<file path="src/rtl/gate_seq_pkg.sv">
package gate_seq_pkg;

  typedef enum logic [2:0] {
    SEQ_ALL_OFF = 3'd0,
    SEQ_HS_ON   = 3'd1,
    SEQ_DEAD_HL = 3'd2,
    SEQ_LS_ON   = 3'd3,
    SEQ_DEAD_LH = 3'd4
  } seq_state_e;

endpackage

</file>
<file path="src/rtl/duty_window.sv">
module duty_window #(
  parameter int PERIOD_CYCLES = 20,
  parameter int MAX_DUTY_PCT  = 80
) (
  input  logic clk,
  input  logic rst_n,
  output logic win_open
);
  localparam int PW     = (PERIOD_CYCLES > 2) ? $clog2(PERIOD_CYCLES) : 1;
  localparam int MAX_ON = (PERIOD_CYCLES * MAX_DUTY_PCT) / 100;
  localparam logic [PW-1:0] LAST_PH  = PW'(PERIOD_CYCLES - 1);
  localparam logic [PW-1:0] ON_LIMIT = PW'(MAX_ON);

  logic [PW-1:0] phase_q, phase_d;

  always_comb begin
    if (phase_q == LAST_PH) phase_d = '0;
    else                    phase_d = phase_q + PW'(1);
  end

  always_ff @(posedge clk or negedge rst_n) begin
    if (!rst_n) phase_q <= '0;
    else        phase_q <= phase_d;
  end

  assign win_open = (phase_q < ON_LIMIT);

endmodule

</file>
<file path="src/rtl/release_watchdog.sv">
module release_watchdog #(
  parameter int WDOG_CYCLES = 8
) (
  input  logic clk,
  input  logic rst_n,
  input  logic armed,
  output logic expired
);
  localparam int CW = $clog2(WDOG_CYCLES + 1);
  localparam logic [CW-1:0] LAST_CNT = CW'(WDOG_CYCLES - 1);

  logic [CW-1:0] cnt_q, cnt_d;
  logic          cnt_en;

  assign cnt_en = armed && (cnt_q != LAST_CNT);

  always_comb begin
    if (!armed)      cnt_d = '0;
    else if (cnt_en) cnt_d = cnt_q + CW'(1);
    else             cnt_d = cnt_q;
  end

  always_ff @(posedge clk or negedge rst_n) begin
    if (!rst_n) cnt_q <= '0;
    else        cnt_q <= cnt_d;
  end

  assign expired = armed && (cnt_q == LAST_CNT);

endmodule

</file>
<file path="src/rtl/gate_handshake_fsm.sv">
module gate_handshake_fsm
  import gate_seq_pkg::*;
(
  input  logic       clk,
  input  logic       rst_n,
  input  logic       pwm_req,
  input  logic       win_open,
  input  logic       sw_low,
  input  logic       ls_gate_low,
  input  logic       wd_expired,
  input  logic       force_ls_on,
  input  logic       force_off,
  output seq_state_e state
);
  seq_state_e state_q, state_d;
  logic       req_prev_q;
  logic       req_ok;
  logic       req_rise;

  assign req_ok   = pwm_req && win_open;
  assign req_rise = req_ok && !req_prev_q;

  always_comb begin
    state_d = state_q;
    if (force_off) begin
      state_d = SEQ_ALL_OFF;
    end else begin
      case (state_q)
        SEQ_ALL_OFF: begin
          if (force_ls_on)   state_d = SEQ_DEAD_HL;
          else if (req_rise) state_d = SEQ_DEAD_LH;
        end
        SEQ_HS_ON: begin
          if (force_ls_on || !req_ok) state_d = SEQ_DEAD_HL;
        end
        SEQ_DEAD_HL: begin
          if (sw_low || wd_expired) state_d = SEQ_LS_ON;
        end
        SEQ_LS_ON: begin
          if (!force_ls_on && req_ok) state_d = SEQ_DEAD_LH;
        end
        SEQ_DEAD_LH: begin
          if (force_ls_on || !req_ok) state_d = SEQ_LS_ON;
          else if (ls_gate_low)       state_d = SEQ_HS_ON;
        end
        default: state_d = SEQ_ALL_OFF;
      endcase
    end
  end

  always_ff @(posedge clk or negedge rst_n) begin
    if (!rst_n) begin
      state_q    <= SEQ_ALL_OFF;
      req_prev_q <= 1'b0;
    end else begin
      state_q    <= state_d;
      req_prev_q <= pwm_req;
    end
  end

  assign state = state_q;

endmodule

</file>
<file path="src/rtl/buck_gate_sequencer.sv">
module buck_gate_sequencer
  import gate_seq_pkg::*;
#(
  parameter int PERIOD_CYCLES = 20,
  parameter int MAX_DUTY_PCT  = 80,
  parameter int WDOG_CYCLES   = 8
) (
  input  logic clk,
  input  logic rst_n,
  input  logic pwm_req,
  input  logic sw_low,
  input  logic ls_gate_low,
  input  logic force_ls_on,
  input  logic force_off,
  input  logic ls_inhibit,
  output logic hs_en,
  output logic ls_en
);
  seq_state_e state;
  logic       win_open;
  logic       wd_expired;
  logic       wd_armed;

  duty_window #(
    .PERIOD_CYCLES (PERIOD_CYCLES),
    .MAX_DUTY_PCT  (MAX_DUTY_PCT)
  ) u_window (
    .clk      (clk),
    .rst_n    (rst_n),
    .win_open (win_open)
  );

  assign wd_armed = (state == SEQ_DEAD_HL);

  release_watchdog #(
    .WDOG_CYCLES (WDOG_CYCLES)
  ) u_wdog (
    .clk     (clk),
    .rst_n   (rst_n),
    .armed   (wd_armed),
    .expired (wd_expired)
  );

  gate_handshake_fsm u_fsm (
    .clk         (clk),
    .rst_n       (rst_n),
    .pwm_req     (pwm_req),
    .win_open    (win_open),
    .sw_low      (sw_low),
    .ls_gate_low (ls_gate_low),
    .wd_expired  (wd_expired),
    .force_ls_on (force_ls_on),
    .force_off   (force_off),
    .state       (state)
  );

  // Output gating: shutdown and the closed duty window act in the same cycle.
  assign hs_en = (state == SEQ_HS_ON) && win_open && !force_off;
  assign ls_en = (state == SEQ_LS_ON) && !force_off && (!ls_inhibit || force_ls_on);

endmodule

</file>
<file path="config.mk">
export PLATFORM = sky130hd
export DESIGN_NAME = buck_gate_sequencer
export DESIGN_NICKNAME = d
export VERILOG_FILES = /design/src/rtl/gate_seq_pkg.sv /design/src/rtl/duty_window.sv /design/src/rtl/release_watchdog.sv /design/src/rtl/gate_handshake_fsm.sv /design/src/rtl/buck_gate_sequencer.sv
export SDC_FILE = /design/constraint.sdc
export NUM_CORES = 1
export LEC_CHECK = 0
export ABC_AREA = 1
export BUFFER_PORTS_ARGS = -buffer_cell sky130_fd_sc_hd__buf_2
export CORE_MARGIN = 3
export CORE_UTILIZATION = 26
export CTS_BUF_LIST = sky130_fd_sc_hd__clkbuf_8
export CTS_CLUSTER_DIAMETER = 100
export DETAILED_ROUTE_END_ITERATION = 7
export PLACE_DENSITY = 0.5
export SLEW_MARGIN = 20
export SYNTH_ARGS = -nofsm -noshare
export SYNTH_HDL_FRONTEND = slang
export SYNTH_SLANG_ARGS = --single-unit
</file>
<file path="constraint.sdc">
create_clock -name clk -period 1.09 [get_ports clk]
set_input_delay 0.218 -clock clk [delete_from_list [all_inputs] [get_ports clk]]
set_output_delay 0.218 -clock clk [all_outputs]
set_load 0.01 [all_outputs]
</file>
# [Word level (Yosys, flattened, before mapping)]
# Cells that the tools add are included.
# W data, S select, Z words.
[word_totals] output_inout_bits=2 in_bits=8 regBits=13 word_cells=51
[op_classes] eq_ne=13 magnitude_cmp=1 add_sub_neg=2 reduce_logical=19 muxes=12
[op_table] operator="$mux W3" count=8
[op_table] operator="$pmux W3 S5" count=1
[op_table] operator="$ne A4 B3 Y1 const B" count=3
[op_table] operator="$logic_and A1 B1 Y1" count=9
[op_table] operator="$ne A3 B2 Y1 const B" count=3
[op_table] operator="$mux W4" count=2
[op_table] operator="$eq A3 B2 Y1 const B" count=2
[op_table] operator="$add A5 B1 Y5 const B" count=1
[op_table] operator="$eq A5 B5 Y1 const B" count=1
[op_table] operator="$logic_not A1 Y1" count=5
[op_table] operator="$lt A5 B5 Y1 const B" count=1
[op_table] operator="$mux W5" count=1
[op_table] operator="$reduce_and A5 Y1" count=1
[op_table] operator="$add A4 B1 Y4 const B" count=1
[op_table] operator="$eq A4 B3 Y1 const B" count=1
[op_table] operator="$eq A3 B1 Y1 const B" count=1
[op_table] operator="$eq A3 B3 Y1 const B" count=1
[op_table] operator="$logic_not A3 Y1" count=1
[op_table] operator="$logic_or A1 B1 Y1" count=3
[op_table] operator="$ne A2 B2 Y1 const B" count=1

# [Depth between registers and ports, before layout]
# Gate-level depths: netlist of run 1.
[logic_depth] word_depth=7 depth_mapped=8 ltp_nobuf=8

# [Cells and area by module]
# Synthesis of run 1 repeated with hierarchy kept, for this count alone.
[unflattened] hier_cells=122 area_unflattened_um2=835.8
[by_module_without_submodules] module="gate_handshake_fsm" seq_area_each_um2=100.1 cells_per_inst=58 area_each_um2=339.1 n_inst=1
[by_module_without_submodules] module="duty_window" seq_area_each_um2=125.1 cells_per_inst=28 area_each_um2=237.7 n_inst=1
[by_module_without_submodules] module="release_watchdog" seq_area_each_um2=100.1 cells_per_inst=25 area_each_um2=212.7 n_inst=1
[by_module_without_submodules] module="buck_gate_sequencer" seq_area_each_um2=0.0 cells_per_inst=11 area_each_um2=46.3 n_inst=1

# [Least setup slack after synthesis of run 1]
# No wires, ideal clock.
[synth_path] kind="register -> register" startpoint="reg u_wdog.cnt_q[0]" endpoint="reg u_fsm.state_q[0], in the netlist u_fsm.state[0]" setup_slack_ps=-123 period_less_slack_ps=1213 setup_time_ps=117 t_arrival_ps=1096 path_buffers=0 required_ps=973 path_stages_with_launch=9 cell_sequence="dfrtp_1 ha_1 nand3_1 nand2_1 nor2_1 nor2_1 nand3_2 nand2_1 nand2_1"
[synth_between] elab_chain_cells=5
[synth_rtl] item="start: declaration" line_no="release_watchdog.sv:12" rtl="logic [CW-1:0] cnt_q, cnt_d;"
[synth_rtl] item="start signal: assignment" line_no="release_watchdog.sv:25" rtl="else cnt_q <= cnt_d;"
[synth_rtl] item="$eq A4 B3 Y1" line_no="release_watchdog.sv:28" rtl="assign expired = armed && (cnt_q == LAST_CNT);"
[synth_rtl] item="$logic_and A1 B1 Y1" line_no="release_watchdog.sv:28"
[synth_rtl] item="$logic_or A1 B1 Y1" line_no="gate_handshake_fsm.sv:37" rtl="if (sw_low || wd_expired) state_d = SEQ_LS_ON;"
[synth_rtl] item="$ne A3 B2 Y1 (no line)"
[synth_rtl] item="$reduce_and A5 Y1 (no line)"
[synth_rtl] item="end signal: assignment" line_no="gate_handshake_fsm.sv:56" rtl="state_q <= state_d;"
[synth_rtl] item="end: declaration" line_no="gate_handshake_fsm.sv:15" rtl="seq_state_e state_q, state_d;"
# Every way passes these cells.
# A chain may end at the register's enable or synchronous reset.

# [Final worst setup path of run 1]
[layout_path] startpoint="reg u_fsm.state_q[2], in the netlist u_fsm.state[2]" endpoint="out hs_en"
[layout_between] elab_chain_cells=3
[layout_rtl] item="$eq A3 B1 Y1" line_no="buck_gate_sequencer.sv:58" rtl="assign hs_en = (state == SEQ_HS_ON) && win_open && !force_off;"
[layout_rtl] item="$logic_and A1 B1 Y1 (2 in a row)" line_no="buck_gate_sequencer.sv:58"
[layout_rtl] item="end: declaration" line_no="buck_gate_sequencer.sv:16" rtl="output logic hs_en,"
# Every way passes these cells.

==> key figures, run 1 <==
Outcome
  – Status: finished with violations
  – Failing checks: setup timing

Clock tree
  – Worst-Skew Late Latency: 0.24 ns
  – CTS tree: yes
  – CTS Buffer Depth: 2
  – Total CTS buffers: 3
  – Root Driver: clkbuf_8
  – Clk slew on worst S/H paths: 0.05 ns
  – CTS H-Tree Depth: 1
  – TritonCTS Sinks: 13

Cells and area
  – Final core occ: 41.97%
  – Layout Area Growth over Synthesis: 48.60%
  – Layout Nets: 148
  – Ant diodes: 0
  – Share of layout cells above drive strength 1: 50.36%

Synth
  – Distinct cells, synth: 20
  – Mean Syn Cell Area: 7.748 um^2
  – YS warnings: 0
  – Top cells by area, synth: dfrtp_1 40%, nand3_1 9.3%, nor2_1 7.5%
  – Post-Synthesis Cells: 104
  – Yosys top cell area share: 40.37%
  – Leading area contributor after synthesis: dfrtp_1
  – Synthesized area: 805.8 um^2
  – Synthesized flop and latch total: 13
  – Post-synthesis sequential area ratio: 40.37%
  – Syn_nets: 114

Power and ir drop
  – Clock power share: 20.6%
  – Pwr Density: 1686 nW/um^2
  – Gate power share: 48.1%
  – VDD IR max: 0.5512 mV
  – Leak Pwr: 0.6100 nW
  – Switching Fraction: 39.06%
  – Sequential Power Share: 31.3%
  – Sw power: 0.7885 mW
  – Power Internal: 1.230 mW

Floorplanning
  – Die height: 61.67 um
  – Die W: 61.67 um
  – IO Pins: 10
  – Initial core utilization: 28.25%
  – Site Rows: 19
  – Total die area: 3803 um^2
  – Core area: 2853 um^2

Critical path
  – Worst r2r src: u_fsm.state[1]
  – Crit end category: primary output
  – Critical-path maximum fanout: 2
  – Cells on worst reg2reg path: 8
  – Crit Path Class: reg -> out
  – Startpoint types: flip-flop
  – R2r endpoint: u_fsm.state[0]
  – Worst EP arrival: 1.13 ns
  – Reg2reg setup slack: -0.19 ns
  – Critical path data required time: 0.87 ns

Min path
  – Worst hold start: pwm_req
  – Worst Hold End: u_fsm.req_prev_q
  – Hold path depth: 1
  – Hold Path Class: in -> reg

Drt
  – Via-per-instance ratio: 4.577
  – Final WL: 1876 um
  – First DRT Iteration DRCs: 30
  – Final ANT Viol Nets: 0
  – Routed vias: 769
  – Routed wire per std cell: 11.17 um
  – DRC: 0
  – Iteration count of the initial detailed-routing pass: 4

STA
  – Minimum clock period after layout: 1.352 ns
  – Slew headroom: 79.01%
  – Final Skew: 0.0005214 ns
  – Fin crit share: 124.1%
  – Setup violators final: 13
  – Final Max Tran Viols: 0
  – Fin. Hold Viols: 0
  – Achievable Freq: 739.4 MHz
  – TNS Setup: -1.689 ns
  – Setup WS post-layout: -0.2624 ns
  – RSZ-0062 raised after global routing: yes
  – Slew @ Worst Pin: 0.3149 ns

Global routing
  – GR Util All Layers: 11.42%
  – Pin count of the biggest net entering global routing: 14
  – Initial antenna violation count: 0
  – Vias in the first global route: 835
  – First-pass GRT wire length: 3263 um
  – Gr ovfl total: 0

Place
  – Dpl hpwl: 1368 um
  – I/O Buffers: 9
  – GPL Wtd Cong: 0.7902
  – Post-Place Setup Slack: -0.1345 ns

Run
  – Max-cap violations: 0
-- worst max-delay path by stage --
stage / start / to / slack, ns
floorplan: u_window.phase_q[0] / u_window.phase_q[2] / -0.07
CTS: u_fsm.state[0] / hs_en / -0.26
global route: u_fsm.state[2] / hs_en / -0.33
detailed placement: u_fsm.state[0] / u_fsm.state[0] / -0.13
global placement: u_fsm.state[2] / u_fsm.state[0] / -0.15
finish: u_fsm.state[2] / hs_en / -0.26
-- synthesized netlist by cell type, drive strengths merged --
| cell type | number |
|---|---|
| nor2 | 24 |
| nand2 | 19 |
| xnor2 | 1 |
| or2 | 2 |
| ha | 2 |
| dfrtp | 13 |
| nor3 | 2 |
| a21oi | 5 |
| nand3 | 17 |
| o21ai | 3 |
| xor2 | 1 |
| a31oi | 1 |
| inv | 14 |
-- flip-flops by register name (all words and copies together), names as in the netlist --
signal	flops
u_fsm.req_prev_q	1
u_window.phase_q	5
u_wdog.cnt_q	4
u_fsm.state	3
-- per-layer routing --
metal	track usage [%]	vias up	part of all wire, %
met5	0	-	0
met4	5.758	0	0
met2	21.23	17	55
met3	1.887	0	3.7
li1	-	398	-
met1	12.24	354	41
-- power groups by stage --
| stage | Sequential [mW] | Clock (mW) | Combinational (mW) |
|---|---|---|---|
| after global routing | 0.639 | 0.457 | 1.08 |
| after CTS | 0.627 | 0.438 | 0.893 |
| final | 0.632 | 0.415 | 0.972 |
| after global placement | 0.657 | 0 | 0.661 |
| after detailed placement | 0.662 | 0 | 0.674 |
| after floorplan | 0.656 | 0 | 0.429 |
-- area by class of cell --
| type | count | area [um^2] |
|---|---|---|
| sequential | 13 | 326.6 |
| multi-input combinational | 77 | 536.8 |
| clock inverter | 1 | 3.754 |
| inverter | 14 | 52.55 |
| clock buffer | 3 | 41.29 |
| fill | 291 | 1655 |
| tap | 31 | 38.79 |
| timing repair buffer | 29 | 197.7 |
-- what timing repair did --
action / in CTS / in global routing
gates resized for setup: 12 / 7
hold buffers: 1 / 0
setup buffers: 4 / 1
hold endpoints to repair: 13 / 0
pin swaps: 7 / 4
setup endpoints to repair: 13 / 13
-- kinds of logic after synthesis --
group / count (synthesis) / share of synthesized area, %
simple gates: 64 / 42.08
buf+inv: 14 / 6.522
flops: 13 / 40.37
compound gates: 9 / 5.745
xor+xnor: 2 / 2.174
fa+ha+maj: 2 / 3.105
-- layout by cell type (no fill, tap or decap), types with 2 or more instances in the layout --
| cell | netlist | routed |
|---|---|---|
| a21oi_1 | 5 | 2 |
| inv_1 | 9 | 8 |
| buf_4 | 0 | 19 |
| nand2_2 | 4 | 3 |
| clkbuf_8 | 0 | 3 |
| dfrtp_1 | 13 | 12 |
| nor2_1 | 16 | 13 |
| nor2_4 | 4 | 8 |
| buf_2 | 0 | 9 |
| nand2_4 | 0 | 2 |
| nand3_1 | 15 | 11 |
| o21ai_0 | 2 | 2 |
| nor2_2 | 4 | 3 |
| inv_2 | 5 | 7 |
| nand2_1 | 15 | 14 |
| nand3_2 | 2 | 5 |
| a21oi_2 | 0 | 3 |
| nor3_4 | 0 | 2 |
-- metrics by stage --
stage | total power [mW] | area (um^2) | hold WS [ns] | std cells
final | 2.019 | 1197 | 0.1248 | 168
after CTS | 1.958 | 1160 | 0.1174 | 167
after detailed placement | 1.336 | 1031 | 0.1418 | 158
after global placement | 1.318 | 1031 | 0.1301 | 158
after global routing | 2.174 | 1197 | 0.1174 | 168
after floorplan | 1.086 | 842.1 | -0.07759 | 104
-- critical path, stage by stage, from the launching register on --
cell and delay (ns):
dfrtp_2 0.42, nor2_4 0.16, nand3_2 0.10, nor2_1 0.09
buf_2 0.13
Power figures use the tool's default switching activity.
==> inputs of run 2 (changes only) <==
--- a/config.mk
+++ b/config.mk
@@ -8,10 +8,9 @@
 export ABC_AREA = 1
 export BUFFER_PORTS_ARGS = -buffer_cell sky130_fd_sc_hd__buf_2
-export CORE_MARGIN = 3
 export CORE_UTILIZATION = 26
 export CTS_BUF_LIST = sky130_fd_sc_hd__clkbuf_8
 export CTS_CLUSTER_DIAMETER = 100
 export DETAILED_ROUTE_END_ITERATION = 7
-export PLACE_DENSITY = 0.5
+export PLACE_DENSITY = 0.48
 export SLEW_MARGIN = 20
 export SYNTH_ARGS = -nofsm -noshare
==> constraint.sdc (replaced) <==
create_clock -name clk -period 1.68 [get_ports clk]
set_input_delay 0.336 -clock clk [delete_from_list [all_inputs] [get_ports clk]]
set_output_delay 0.336 -clock clk [all_outputs]
set_load 0.02 [all_outputs]
==> key figures, run 2 (same netlist as run 1, synthesis figures left out) <==
Cells and area
  – FILL cells: 327
  – Non-filler cells, final: 149
  – Final Cell Area: 954.7 um^2
  – Final core occ: 33.46%
  – Ant diodes: 0
  – Share of layout cells above drive strength 1: 30.51%
  – Commonest cells after routing, fill and taps aside: 16 x nor2_1, 15 x nand3_1, 15 x nand2_1
  – Max reg flops: 5
  – Layout Area Growth over Synthesis: 18.48%
  – FF+latch area: 327.8 um^2
  – Register with the highest flop count: u_window.phase_q
  – Layout Nets: 129
  – Area of the multi-input gates: 432.9 um^2
  – Commonest non-fill, non-tap cell in the layout: nor2_1

Drt
  – Final WL: 1551 um
  – Final ANT Viol Nets: 0
  – Routed vias: 680
  – DRC: 1
  – Via-per-instance ratio: 4.564
  – Iteration count of the initial detailed-routing pass: 6
  – Routed wire per std cell: 10.41 um
  – First DRT Iteration DRCs: 11

Global routing
  – Initial antenna violation count: 0
  – Vias in the first global route: 631
  – First-pass GRT wire length: 2684 um
  – Gr ovfl total: 0
  – Pin count of the biggest net entering global routing: 14
  – GR Util All Layers: 10.53%

Floorplanning
  – Die height: 57.67 um
  – Initial core utilization: 28.25%
  – Die W: 57.67 um
  – Total die area: 3326 um^2
  – IO Pins: 10
  – Core area: 2853 um^2
  – Site Rows: 19

STA
  – TNS Setup: 0 ns
  – RSZ-0062 raised after global routing: no
  – Final Skew: 0.001487 ns
  – Achievable Freq: 643.9 MHz
  – Minimum clock period after layout: 1.553 ns
  – Setup WS post-layout: 0.1268 ns
  – Hold_ws: 0.2358 ns
  – Fin crit share: 92.45%
  – Setup violators final: 0
  – Slew @ Worst Pin: 0.3025 ns
  – Final Max Tran Viols: 0
  – Fin. Hold Viols: 0
  – Slew headroom: 79.83%

Critical path
  – Startpoint types: flip-flop
  – Crit Path Class: reg -> out
  – Cells on worst reg2reg path: 8
  – Critical-path maximum fanout: 4
  – Worst EP arrival: 1.22 ns
  – Critical path data required time: 1.34 ns
  – Crit end category: primary output

Place
  – I/O Buffers: 9
  – GPL Wtd Cong: 0.8207
  – Post-Place Setup Slack: 0.3469 ns
  – Placed cells: 144
  – Placed Area: 889.6 um^2
  – Dpl hpwl: 1253 um

Clock tree
  – Clk slew on worst S/H paths: 0.05 ns
  – CTS H-Tree Depth: 1
  – Total CTS buffers: 3
  – Post-CTS Setup Inserts: 0
  – TritonCTS Sinks: 13
  – Root Driver: clkbuf_8
  – CTS Buffer Depth: 2
  – CTS tree: yes
  – Worst-Skew Late Latency: 0.24 ns

Power and ir drop
  – VDD IR max: 0.3822 mV
  – Pwr Density: 1116 nW/um^2
  – Leak Pwr: 0.4650 nW
  – Tot Pwr: 1.065 mW

Run
  – Max-cap violations: 0

Min path
  – Hold Path Class: in -> reg
  – Hold path depth: 1

Outcome
  – Failing checks: DRC
  – Status: finished with violations
run 2: cell types whose count changed in the layout (fill, tap and decap cells not counted), sizes merged:
cell and delta:
buf -19
run 2: per-layer routing:
layer | wire (um) | share of wire (%) | GRT usage (%) | vias to the layer above
li1 | - | - | - | 361
met1 | 752 | 48 | 13.64 | 302
met2 | 707 | 46 | 16.94 | 13
met3 | 65 | 4.2 | 2.009 | 4
met4 | 27 | 1.7 | 5.102 | 0
met5 | 0 | 0 | 0 | -
run 2: path summary, 6_finish.rpt:
kind	startpoint	to	slack [ns]
setup / recovery	u_fsm.state[1]	ls_en	0.13
hold / removal	pwm_req	u_fsm.req_prev_q	0.24
setup reg to reg	u_wdog.cnt_q[0]	u_fsm.state[0]	0.33
hold reg to reg	u_wdog.cnt_q[3]	u_wdog.cnt_q[2]	0.46
max in group asynchronous	rst_n	u_fsm.state[0]	0.91
min in group asynchronous	rst_n	u_wdog.cnt_q[3]	0.52
run 2: final cells by class:
type	count	area share, %
timing repair buffer	10	6.029
inverter	14	5.505
clock buffer	3	4.325
sequential	13	34.34
clock inverter	1	0.3932
multi-input combinational	77	45.35
tap	31	4.063
run 2: repair_timing:
action	4_1_cts	5_1_grt
hold endpoints to repair	13	0
hold buffers	1	0
gates resized for setup	0	4
endpoints found under the setup margin	0	1
run 2: report_power, final:
part           switching [mW]  leakage [nW]  internal (mW)
Clock                   0.106        0.0269          0.161
Sequential             0.0688         0.163          0.367
Combinational           0.225         0.275          0.137
Total                   0.400         0.465          0.665
run 2: worst max-delay path, stage by stage, from the launching register on:
cell     delay (ns)
dfrtp_1        0.43
inv_2          0.08
nor2_2         0.10
nand2_2        0.09
a21oi_1        0.11
buf_2          0.17
